File: src/rtl/level_fifo_pkg.sv
package level_fifo_pkg;
  typedef enum logic {
    SENSE_BELOW       = 1'b0,
    SENSE_AT_OR_ABOVE = 1'b1
  } trig_sense_e;
endpackage

File: src/rtl/fifo_store.sv
module fifo_store #(
  parameter int DEPTH  = 64,
  parameter int DATA_W = 8
) (
  input  logic              clk,
  input  logic              rst_n,
  input  logic              wr_en,
  input  logic [DATA_W-1:0] wr_data,
  input  logic              rd_en,
  output logic [DATA_W-1:0] rd_data
);
  localparam int PTR_W = (DEPTH > 1) ? $clog2(DEPTH) : 1;
  localparam logic [PTR_W-1:0] LAST = PTR_W'(DEPTH - 1);

  logic [DATA_W-1:0] mem [DEPTH];
  logic [PTR_W-1:0]  wr_ptr, wr_ptr_nxt;
  logic [PTR_W-1:0]  rd_ptr, rd_ptr_nxt;

  always_comb begin
    wr_ptr_nxt = wr_ptr;
    rd_ptr_nxt = rd_ptr;
    if (wr_en) wr_ptr_nxt = (wr_ptr == LAST) ? '0 : wr_ptr + 1'b1;
    if (rd_en) rd_ptr_nxt = (rd_ptr == LAST) ? '0 : rd_ptr + 1'b1;
  end

  always_ff @(posedge clk or negedge rst_n) begin
    if (!rst_n) begin
      wr_ptr <= '0;
      rd_ptr <= '0;
    end else begin
      wr_ptr <= wr_ptr_nxt;
      rd_ptr <= rd_ptr_nxt;
    end
  end

  always_ff @(posedge clk) begin
    if (wr_en) mem[wr_ptr] <= wr_data;
  end

  assign rd_data = mem[rd_ptr];
endmodule

File: src/rtl/fifo_level.sv
module fifo_level #(
  parameter int DEPTH = 64,
  parameter int CNT_W = 8
) (
  input  logic             clk,
  input  logic             rst_n,
  input  logic             push,
  input  logic             pop,
  output logic             wr_ok,
  output logic             rd_ok,
  output logic [CNT_W-1:0] count,
  output logic             full,
  output logic             empty,
  output logic             ovf,
  output logic             udf
);
  localparam logic [CNT_W-1:0] MAXC = CNT_W'(DEPTH);

  logic [CNT_W-1:0] count_nxt;
  logic             ovf_nxt, udf_nxt;

  assign full  = (count == MAXC);
  assign empty = (count == '0);
  assign wr_ok = push && !full;
  assign rd_ok = pop && !empty;

  always_comb begin
    count_nxt = count;
    if (wr_ok && !rd_ok) count_nxt = count + 1'b1;
    if (rd_ok && !wr_ok) count_nxt = count - 1'b1;
    ovf_nxt = ovf | (push && full);
    udf_nxt = udf | (pop && empty);
  end

  always_ff @(posedge clk or negedge rst_n) begin
    if (!rst_n) begin
      count <= '0;
      ovf   <= 1'b0;
      udf   <= 1'b0;
    end else begin
      count <= count_nxt;
      ovf   <= ovf_nxt;
      udf   <= udf_nxt;
    end
  end

  assert_level_max_R2: assert property (@(posedge clk) disable iff (!rst_n)
    count <= MAXC);
  assert_no_overflow_R3: assert property (@(posedge clk) disable iff (!rst_n)
    (push && full && !pop) |=> (count == MAXC) && ovf);
  assert_ovf_sticky_R3: assert property (@(posedge clk) disable iff (!rst_n)
    ovf |=> ovf);
  assert_no_underflow_R4: assert property (@(posedge clk) disable iff (!rst_n)
    (pop && empty && !push) |=> (count == '0) && udf);
  assert_udf_sticky_R4: assert property (@(posedge clk) disable iff (!rst_n)
    udf |=> udf);
  assert_both_hold_R5: assert property (@(posedge clk) disable iff (!rst_n)
    (push && pop && !full && !empty) |=> $stable(count));
endmodule

File: src/rtl/fifo_trigger.sv
module fifo_trigger
  import level_fifo_pkg::*;
#(
  parameter int          DEPTH = 64,
  parameter int          CNT_W = 8,
  parameter trig_sense_e SENSE = SENSE_AT_OR_ABOVE
) (
  input  logic             clk,
  input  logic             rst_n,
  input  logic             wr,
  input  logic [CNT_W-1:0] val,
  input  logic             en,
  input  logic [CNT_W-1:0] count,
  output logic             irq
);
  localparam logic [CNT_W-1:0] MAXC = CNT_W'(DEPTH);

  logic [CNT_W-1:0] thr, thr_nxt;
  logic             hit;

  always_comb begin
    thr_nxt = thr;
    if (wr) thr_nxt = (val > MAXC) ? MAXC : val;
  end

  always_ff @(posedge clk or negedge rst_n) begin
    if (!rst_n) thr <= '0;
    else        thr <= thr_nxt;
  end

  generate
    if (SENSE == SENSE_BELOW) begin : g_below
      assign hit = (count < thr);
    end else begin : g_at_or_above
      assign hit = (count >= thr);
    end
  endgenerate

  assign irq = en && hit;

  assert_thr_max_R6: assert property (@(posedge clk) disable iff (!rst_n)
    thr <= MAXC);
  assert_thr_load_R6: assert property (@(posedge clk) disable iff (!rst_n)
    (wr && val <= MAXC) |=> (thr == $past(val)));
  assert_irq_gate_R9: assert property (@(posedge clk) disable iff (!rst_n)
    !en |-> !irq);
endmodule

File: src/rtl/level_fifo.sv
module level_fifo
  import level_fifo_pkg::*;
#(
  parameter int          DEPTH      = 64,
  parameter int          DATA_W     = 8,
  parameter int          CNT_W      = 8,
  parameter trig_sense_e TRIG_SENSE = SENSE_AT_OR_ABOVE
) (
  input  logic              clk,
  input  logic              rst_n,
  input  logic              push,
  input  logic [DATA_W-1:0] push_data,
  input  logic              pop,
  output logic [DATA_W-1:0] pop_data,
  input  logic              trig_wr,
  input  logic [CNT_W-1:0]  trig_val,
  input  logic              irq_en,
  output logic [CNT_W-1:0]  level,
  output logic              full,
  output logic              empty,
  output logic              overflow,
  output logic              underflow,
  output logic              irq
);
  logic [1:0] rst_sync;
  logic       rst_int_n;
  logic       wr_ok, rd_ok;

  always_ff @(posedge clk or negedge rst_n) begin
    if (!rst_n) rst_sync <= 2'b00;
    else        rst_sync <= {rst_sync[0], 1'b1};
  end
  assign rst_int_n = rst_sync[1];

  fifo_level #(.DEPTH(DEPTH), .CNT_W(CNT_W)) u_level (
    .clk(clk), .rst_n(rst_int_n), .push(push), .pop(pop),
    .wr_ok(wr_ok), .rd_ok(rd_ok), .count(level), .full(full),
    .empty(empty), .ovf(overflow), .udf(underflow)
  );

  fifo_store #(.DEPTH(DEPTH), .DATA_W(DATA_W)) u_store (
    .clk(clk), .rst_n(rst_int_n), .wr_en(wr_ok), .wr_data(push_data),
    .rd_en(rd_ok), .rd_data(pop_data)
  );

  fifo_trigger #(.DEPTH(DEPTH), .CNT_W(CNT_W), .SENSE(TRIG_SENSE)) u_trig (
    .clk(clk), .rst_n(rst_int_n), .wr(trig_wr), .val(trig_val),
    .en(irq_en), .count(level), .irq(irq)
  );

  assert_flags_excl_R2: assert property (@(posedge clk) disable iff (!rst_int_n)
    !(full && empty));
endmodule

File: config.mk
export PLATFORM = sky130hd
export DESIGN_NAME = level_fifo
export DESIGN_NICKNAME = d
export VERILOG_FILES = /design/src/rtl/level_fifo_pkg.sv /design/src/rtl/fifo_store.sv /design/src/rtl/fifo_level.sv /design/src/rtl/fifo_trigger.sv /design/src/rtl/level_fifo.sv
export SDC_FILE = /design/constraint.sdc
export NUM_CORES = 1
export LEC_CHECK = 0
export ABC_CLOCK_PERIOD_IN_PS = 2770
export BUFFER_PORTS_ARGS = -buffer_cell sky130_fd_sc_hd__buf_2
export CAP_MARGIN = 10
export CELL_PAD_IN_SITES_DETAIL_PLACEMENT = 0
export CELL_PAD_IN_SITES_GLOBAL_PLACEMENT = 1
export CORE_MARGIN = 2
export CORE_UTILIZATION = 45
export DETAILED_ROUTE_END_ITERATION = 10
export PLACE_DENSITY = 0.66
export SLEW_MARGIN = 10
export SYNTH_ARGS = -nofsm -noshare
export SYNTH_HDL_FRONTEND = slang
export SYNTH_SLANG_ARGS = --single-unit
File: constraint.sdc
create_clock -name clk -period 2.77 [get_ports clk]
set_input_delay 0.4155 -clock clk [delete_from_list [all_inputs] [get_ports clk]]
set_output_delay 0.4155 -clock clk [all_outputs]
set_load 0.01 [all_outputs]
==> metrics.txt, run 1 <==
status finished, violations left; violated checks negative setup slack; IO Port Bufs 42; first-pass GRT wire length 73000 µm; syn nets 1181; core area 47600 µm²; critical-path maximum fanout 7; Tcrit/Tclk final 120%; Cell Area, Synth 21700 µm²; main area contributors after synthesis edfxtp_1 71%, mux4_2 12%, dfrtp_1 3.7%; cell family with most CP delay compound AO/OA/AOI/OAI gates; Startpoint Class flip-flop; critical path class reg2out; Wirelength per Cell 25.0 µm; share of cells above drive strength 1 35.1%; relative slew slack 35.7%; Max-cap violations 0; synthesis warning total 0; ANT nets after route 0; clk sinks 544; CP Data Required Time 2350 ps; drt total wl 48800 µm; clk_lat worst skew 610 ps; CTS clk-pin slew, worst paths 60 ps; setup slack, reg-to-reg -110 ps; final setup vio count 9; TritonCTS clock tree yes; setup_tns -4340 ps; Total GRT Usage 19.8%; setup repair after global routing missed its margin true; main combinational cell family by area after synthesis multiplexers; Placement Rows 80; Critical Path Max Stage Delay 500 ps; most frequent cells after synthesis 512 x edfxtp_1, 112 x mux4_2, 82 x nor2_1, 44 x nand2_1; Worst EP arrival 2920 ps; flops & latches, synth 544; post-synthesis xor/xnor area fraction 0.363%; post-synth top area share 70.9%; CP max-delay cell dfrtp_4; Yosys cell types 58; fin crit period 3330 ps; number of synthesized flops with an enable pin 512; first-pass detailed-route iteration total 5; n_diodes 0; Slew Limit Fails 0; Fill cells 3746; post-synthesis mux area share 13.6%; initial antenna violation count 0; largest net degree at the start of global routing 65; Non-Filler Instances 1953; worst-margin pin slew 960 ps; number of remaining DRC errors 0; Buf/Inv on CP 4; Top FF cell, synth edfxtp_1; vias in the first global route 11452; Final Hold Slack 48.2 ps; simple-gate share of the synthesized area 4.34%; Initial Util 45.5%; Die Wd 224 µm; fmax 0.300 GHz; DR vias/cell 5.72; Hold Vio Cnt, Final 0; clk buf depth 3; RePlAce Congestion 0.774; initial DRC count 927; dpl cell area 23400 µm²; DP HPWL 30800 µm; Layout Skew 22.4 ps; IR Drop Worst-Case VDD 0.531 mV; Die H 224 µm; placed insts 1830; total gr overflow 0; crit-path cells buf_12, buf_12, buf_4, mux4_2, a22oi_2, nand2_2, a22oi_2, o31ai_2, buf_2; post-route cell area 25900 µm²; sequential share of the synthesized area 74.5%; count leader, synth edfxtp_1; DR vias 11176; pre-CTS setup slack -189 ps; Cells after Synth 1141; type of the most critical hold path in2reg; area leader, netlist edfxtp_1; async set-or-reset flop fraction in the synthesized netlist 5.88%; IO Pins 43; H-tree depth 2; static leakage 8.56 nW; syn avg cell area 19.0 µm²; power per standard cell area 1000 nW/µm²; Root Buffer clkbuf_16; die area 50000 µm²; adder-cell share of the synthesized area 1.07%; NumNets Final 1333; CTS buffer count 57; Synth Area in Compound Gates 4.37%; worst setup margin -563 ps; critical path capture point type output port; area delta synth->final 19.4%
==> cell families after synthesis <==
family	after synthesis
DFF	544
and+or+nand+nor	200
muxes	155
AOI/OAI and AO/OA	134
buffers and inverters	80
adders and majority gates	18
xor gates and xnor gates	9
other	1
==> placed cells by master, fill, tap and decap left out, drive strengths merged, types with 8 or more instances in the layout <==
cell,synthesis,routed
o31ai,11,11
and3,8,8
o22ai,8,8
a22o,8,8
o21ai,25,25
inv,17,16
nand2,47,47
nor2b,9,9
mux2i,40,40
mux4,112,112
a22oi,40,40
dfrtp,32,32
clkbuf,25,74
a21oi,8,8
nor3,17,17
nand3,11,11
ha,17,17
o221ai,8,8
edfxtp,512,512
buf,38,152
clkinv,0,26
nor2,83,83
==> final timing paths <==
check,startpoint,endpoint,cells past startpoint
hold / removal,pop,u_level.udf,2
min in group asynchronous,rst_n,rst_sync[0],2
max in group asynchronous,rst_sync[1],u_store.rd_ptr[1],0
setup / recovery,u_store.rd_ptr[0],pop_data[2],9
hold reg to reg,rst_sync[0],rst_sync[1],0
setup reg to reg,u_level.count[3],u_level.count[7],10
==> where the power goes <==
part / internal, mW / leakage (nW) / switching, mW
combinational: 4.26 / 2.69 / 4.68
sequential: 9.39 / 5.00 / 0.293
clock: 4.28 / 0.868 / 3.06
total: 17.9 / 8.56 / 8.03
==> per-layer routing <==
layer / up-vias / global-route usage [%] / share of wire (%)
met5: - / 0 / 0
met4: 0 / 4.92 / 1.9
met3: 63 / 3.90 / 4.8
met2: 257 / 31.6 / 49
met1: 5891 / 28.3 / 45
li1: 4965 / - / -
==> sequential cells by signal (all words and copies together) (netlist names) <==
register,cells
u_level.ovf,1
u_level.count,8
rst_sync,2
u_store.wr_ptr,6
u_level.udf,1
u_store.mem,512
u_trig.thr,8
u_store.rd_ptr,6
==> metrics by stage <==
stage	power [mW]	utilization [%]
finish	26.0	54.4
global route	27.1	54.4
CTS	25.7	53.6
detailed placement	17.7	49.0
global placement	17.7	49.0
floorplan	14.6	-
==> timing repair <==
item                                    in CTS  in global routing
endpoints found under the setup margin      12                109
gates resized for setup                     57                 77
setup buffers                               11                  9
hold buffers                                 1                  0
hold endpoints to repair                     2                  0
pin swaps                                   17                 36
gates cloned                                 1                  2
==> worst register-to-register path: stages, from the launching register on <==
cell      delay, ps
dfrtp_1         370
or4_4           550
o31a_1          320
clkinv_4         80
ha_4            170
ha_4            210
a211oi_2        190
o21ai_2          80
a2111o_1        390
a2111o_1        380
o211ai_1         80
==> cell type report <==
class | instances | area (µm²) | share of cell area, %
sequential | 544 | 16200 | 62.5
multi-input combinational | 517 | 5660 | 21.9
clock buffer | 72 | 1500 | 5.81
timing repair buffer | 156 | 1420 | 5.47
tap | 615 | 769 | 2.97
clock inverter | 32 | 287 | 1.11
inverter | 17 | 73.8 | 0.285
Power figures use the tool's default switching activity.
==> run 2, diff against run 1 <==
ABC_AREA = 1   (was default)
PLACE_DENSITY = 0.71   (was 0.66)
==> metrics.txt, run 2 <==
CTS clk-pin slew, worst paths 60 ps; clk buf depth 3; synthesis warning total 0; post-route cell area 29100 µm²; Max-cap violations 0; n_diodes 0; Power Total 27.6 mW; largest net degree at the start of global routing 66; Tcrit/Tclk final 109%; Hold Vio Cnt, Final 0; Cell Area, Synth 23800 µm²; share of cells above drive strength 1 20.0%; TritonCTS clock tree yes; Yosys cell types 36; Wirelength per Cell 20.6 µm; fin crit period 3010 ps; Die H 234 µm; post-synth top area share 64.5%; static leakage 11.9 nW; Root Buffer clkbuf_16; RePlAce Congestion 0.847; fmax 0.333 GHz; clk sinks 544; IO Pins 43; critical path capture point type output port; Total GRT Usage 22.8%; R2R cell count 7; relative slew slack 35.2%; hold-critical path depth 2; CTS buffer count 57; clk_lat worst skew 620 ps; IO Port Bufs 42; Largest register FFs 512; drt total wl 65600 µm; count leader, synth nand2_1; Fill cells 4537; flops & latches, synth 544; DP HPWL 36700 µm; power per standard cell area 948 nW/µm²; CP Depth 13; initial antenna violation count 0; Buf/Inv on CP 5; type of the most critical hold path in2reg; syn avg cell area 10.2 µm²; ANT nets after route 0; Biggest register u_store.mem; violated checks negative setup slack; crit-path cells buf_12, buf_16, buf_6, buf_6, nand2_1, nand3_1, nand2_1, a21oi_1, nor2_4, nand2_1, nand3_2, nand2_2, buf_6; CP max-delay cell dfrtp_4; Cells after Synth 2328; DR vias/cell 5.17; first-pass GRT wire length 93300 µm; async set-or-reset flop fraction in the synthesized netlist 5.88%; final setup vio count 8; IR Drop Worst-Case VDD 0.512 mV; area delta synth->final 21.9%; critical-path maximum fanout 6; initial DRC count 1232; first-pass detailed-route iteration total 5; most frequent cells after synthesis 714 x nand2_1, 512 x edfxtp_1, 282 x inv_1, 267 x nand3_1, 234 x nor2_1; commonest non-fill, non-tap cell in the layout nand2_1; H-tree depth 2; dpl cell area 25200 µm²; Startpoint Class flip-flop; sequential share of the synthesized area 67.8%; die area 54800 µm²; Worst EP arrival 2590 ps; main area contributors after synthesis edfxtp_1 64%, nand2_1 11%, nand3_1 5.6%; Initial Util 45.5%; Placement Rows 84; number of synthesized flops with an enable pin 512; number of remaining DRC errors 0; critical path class reg2out; DR vias 16487; Slew Limit Fails 0; largest registers u_store.mem (512), u_level.count (8), u_trig.thr (8); core area 52400 µm²; CP Data Required Time 2350 ps; vias in the first global route 15299; syn nets 2368; Critical Path Max Stage Delay 510 ps; Top FF cell, synth edfxtp_1; setup repair after global routing missed its margin true; status finished, violations left; setup_tns -1670 ps; most frequent cells in the layout 616 x nand2_1, 512 x edfxtp_1, 266 x inv_1, 203 x nor2_1, 201 x nand3_1; Layout Skew 29.2 ps; NumNets Final 2498; Die Wd 234 µm; cell family with most CP delay buffers and inverters; worst-margin pin slew 972 ps; area leader, netlist edfxtp_1; total gr overflow 0; worst setup margin -236 ps
-- run 2: cell count changes in the layout (fill, tap and decap cells not counted), moves of 49 or more --
cell     previous run  this run
inv_1              14       266
mux4_2            112         0
nand2_1            34       616
nand2_2            13        90
nand3_1            10       201
nand3_2             1        66
nor2_1             60       203
o21ai_0             6        55
-- run 2: logic make-up after synthesis --
kind of cell,count (synthesis),synth area share (%)
AOI/OAI and AO/OA,128,2.78
xor gates and xnor gates,8,0.294
adders and majority gates,18,0.976
buffers and inverters,394,6.95
DFF,544,67.8
other,1,0.0157
and+or+nand+nor,1235,21.1
-- run 2: repair_timing --
item	CTS	global route
pin swaps	4	121
endpoints found under the hold margin	2	0
gates cloned	7	29
hold buffers	1	0
buffers inserted	4	9
endpoints found under the setup margin	8	69
gates resized for setup	42	284
-- run 2: per-layer routing --
| metal | part of all wire, % | global-route usage (%) | routed length, µm | vias up |
|---|---|---|---|---|
| met2 | 48 | 37.5 | 31400 | 453 |
| met1 | 44 | 31.7 | 28700 | 8010 |
| met4 | 3.0 | 6.82 | 2000 | 0 |
| met3 | 5.4 | 3.15 | 3540 | 103 |
| met5 | 0 | 0 | 0 | - |
| li1 | - | - | - | 7921 |
-- run 2: layout make-up --
cell class	instances	area [µm²]	share of cell area, %
flip-flops and latches	544	16200	55.7
multi-input cells	1390	6840	23.5
repair buffers	175	2230	7.66
clock buffers	64	1450	5.00
inverters	288	1110	3.82
well taps	688	861	2.96
clock inverters	40	369	1.27
repair inverters	2	27.5	0.0947
-- run 2: stage by stage --
step / hold WS (ps) / worst slack (ps) / util [%] / std cells
2_1_floorplan: 120 / 33.1 / - / 2328
3_3_place_gp: 201 / 105 / 48.1 / 3037
3_5_place_dp: 204 / 45.2 / 48.1 / 3037
4_1_cts: 33.4 / -304 / 52.3 / 3153
5_1_grt: 45.5 / -313 / 55.4 / 3191
6_report: 56.9 / -236 / 55.4 / 3191
-- run 2: path summary, 6_finish.rpt --
check | start | to | slack, ps
max in group asynchronous | rst_sync[1] | u_store.rd_ptr[1] | 1670
worst min-delay path | push | u_level.ovf | 60
worst max-delay path | u_store.rd_ptr[0] | pop_data[6] | -240
worst max register to register | u_level.count[0] | u_store.mem[39][6] | 160
worst min register to register | rst_sync[0] | rst_sync[1] | 350
min in group asynchronous | rst_n | rst_sync[0] | 130
-- run 2: worst reg2reg max path, stage by stage (launching register included) --
cell     delay, ps
dfrtp_1        410
inv_1           80
nand4_1        180
nor4_4          80
nor2_2         130
buf_4          230
nand2_1        540
nor2_2         600
-- run 2: report_power, final --
part	switching [mW]	internal [mW]	total (mW)
sequential	0.259	9.37	9.62
combinational	6.56	3.89	10.4
clock	3.17	4.32	7.50
==> run 3, diff against run 2 <==
ABC_CLOCK_PERIOD_IN_PS = 2700   (was 2770)
CORE_MARGIN = default   (was 2)
PLACE_DENSITY = 0.74   (was 0.71)
clock period = 2.7 ns   (was 2.77 ns; I/O delays follow)
==> metrics.txt, run 3 (synthesis results as in run 2) <==
status finished, violations left; violated checks negative setup slack; fin util 54.7%; largest net degree at the start of global routing 51; initial antenna violation count 1; min-delay src trig_val[3]; core area 51800 µm²; Non-Filler Instances 3163; most frequent cells in the layout 682 x nand2_1, 512 x edfxtp_1, 265 x inv_1, 239 x nand3_1, 213 x nor2_1; Largest register FFs 512; metal3 WL 3800 µm; setup repair after global routing missed its margin true; number of remaining DRC errors 0; commonest non-fill, non-tap cell in the layout nand2_1; TritonCTS clock tree yes; metal2 WL 30200 µm; highest routed layer met5; initial DRC count 1349; fin crit period 2940 ps; first-pass detailed-route iteration total 5; Die H 232 µm; clk buf depth 3; clk sinks 544; hold-critical path depth 3; clk_lat worst skew 610 ps; share of cells above drive strength 1 14.5%; worst-margin pin slew 975 ps; Worst EP arrival 2530 ps; first-pass GRT wire length 96400 µm; largest registers u_store.mem (512), u_level.count (8), u_trig.thr (8); Max-cap violations 0; critical-path maximum fanout 8; ANT nets after route 0; Hold Vio Cnt, Final 0; Slew Limit Fails 0; R2R cell count 8; CTS buffer count 56; relative slew slack 34.7%; static leakage 11.6 nW; IO Port Bufs 42; Total GRT Usage 23.9%; setup_tns -1670 ps; worst setup margin -236 ps; Root Buffer clkbuf_16; total gr overflow 0; Placement Rows 83; placed insts 3020; CP Data Required Time 2300 ps; CTS clk-pin slew, worst paths 60 ps; Layout Skew 18.3 ps; power per standard cell area 980 nW/µm²; RePlAce Congestion 0.864; NumNets Final 2480; area delta synth->final 19.0%; IO Pins 43; fmax 0.341 GHz; critical path class reg2out; IR Drop Worst-Case VDD 0.515 mV; Die Wd 232 µm; DR vias 16549; Fill cells 4455; Metal-1 WL 27500 µm; critical path capture point type output port; Startpoint Class flip-flop; endpoint of the worst hold path u_trig.thr[3]; r2r startpoint u_level.count[1]; setup slack, reg-to-reg 140 ps; Wirelength per Cell 20.0 µm; DR vias/cell 5.23; vias in the first global route 16140; H-tree depth 2; Initial Util 46.0%; drt total wl 63200 µm; Tcrit/Tclk final 109%; DP HPWL 37300 µm; final setup vio count 8; die area 53900 µm²; Biggest register u_store.mem; n_diodes 0; type of the most critical hold path in2reg; r2r endpoint u_store.mem[44][7]
run 3: worst max-delay path by stage:
stage                                   to  cells past startpoint         startpoint  slack (ps)
after floorplan           u_level.count[5]                     13   u_level.count[0]          20
after global placement    u_level.count[6]                     14   u_level.count[1]          60
after detailed placement  u_level.count[6]                     14   u_level.count[1]          -8
after CTS                      pop_data[0]                     16  u_store.rd_ptr[0]        -230
after global routing           pop_data[0]                     14  u_store.rd_ptr[0]        -350
final                          pop_data[0]                     14  u_store.rd_ptr[0]        -240
run 3: metrics by stage:
stage | power, mW | instance area, µm² | setup slack, ps | hold WS, ps
5_1_grt | 29.1 | 28400 | -354 | 41.2
6_report | 27.8 | 28400 | -236 | 53.4
3_5_place_dp | 18.2 | 25200 | -8.35 | 191
3_3_place_gp | 18.2 | 25200 | 64.6 | 189
4_1_cts | 27.6 | 28100 | -231 | 26.9
2_1_floorplan | 15.0 | 23900 | 17.3 | 109
run 3: what timing repair did:
| item | 4_1_cts | 5_1_grt |
|---|---|---|
| gates cloned | 19 | 1 |
| hold buffers | 2 | 0 |
| endpoints found under the hold margin | 3 | 0 |
| gates resized for setup | 101 | 71 |
| pin swaps | 33 | 41 |
| buffers inserted | 16 | 7 |
| endpoints found under the setup margin | 9 | 77 |
run 3: layout make-up:
cell class / count / area (µm²) / area share, %
Multi-Input combinational cell: 1390 / 6380 / 22.5
Timing Repair inverter: 3 / 58.8 / 0.207
Clock buffer: 69 / 1490 / 5.26
Clock inverter: 32 / 372 / 1.31
Sequential cell: 544 / 16200 / 57.1
Tap cell: 680 / 851 / 3.00
Inverter: 288 / 1120 / 3.95
Timing Repair Buffer: 157 / 1910 / 6.73
run 3: report_power, final:
group,total [mW],leakage (nW),switching (mW),internal (mW)
combinational,10.0,5.69,6.28,3.74
clock,7.94,0.912,3.20,4.74
sequential,9.84,5.01,0.228,9.61
total,27.8,11.6,9.70,18.1
run 3: critical path, cell delays in order, from the launching register on:
cell and delay (ps):
dfrtp_4 460, buf_12 200, clkinv_16 110, buf_12 160, buf_16 130, nand2_1 60, nand3_1 90, nand3_2 100
nand3_2 80, nand2_2 120, nand2_1 60, nand2_1 90, inv_2 60, nand2_1 60, buf_2 130
run 3: per-layer routing:
metal	vias up	track usage, %
met3	117	3.45
met4	2	7.59
li1	7871	-
met2	518	39.1
met5	-	0
met1	8041	32.8
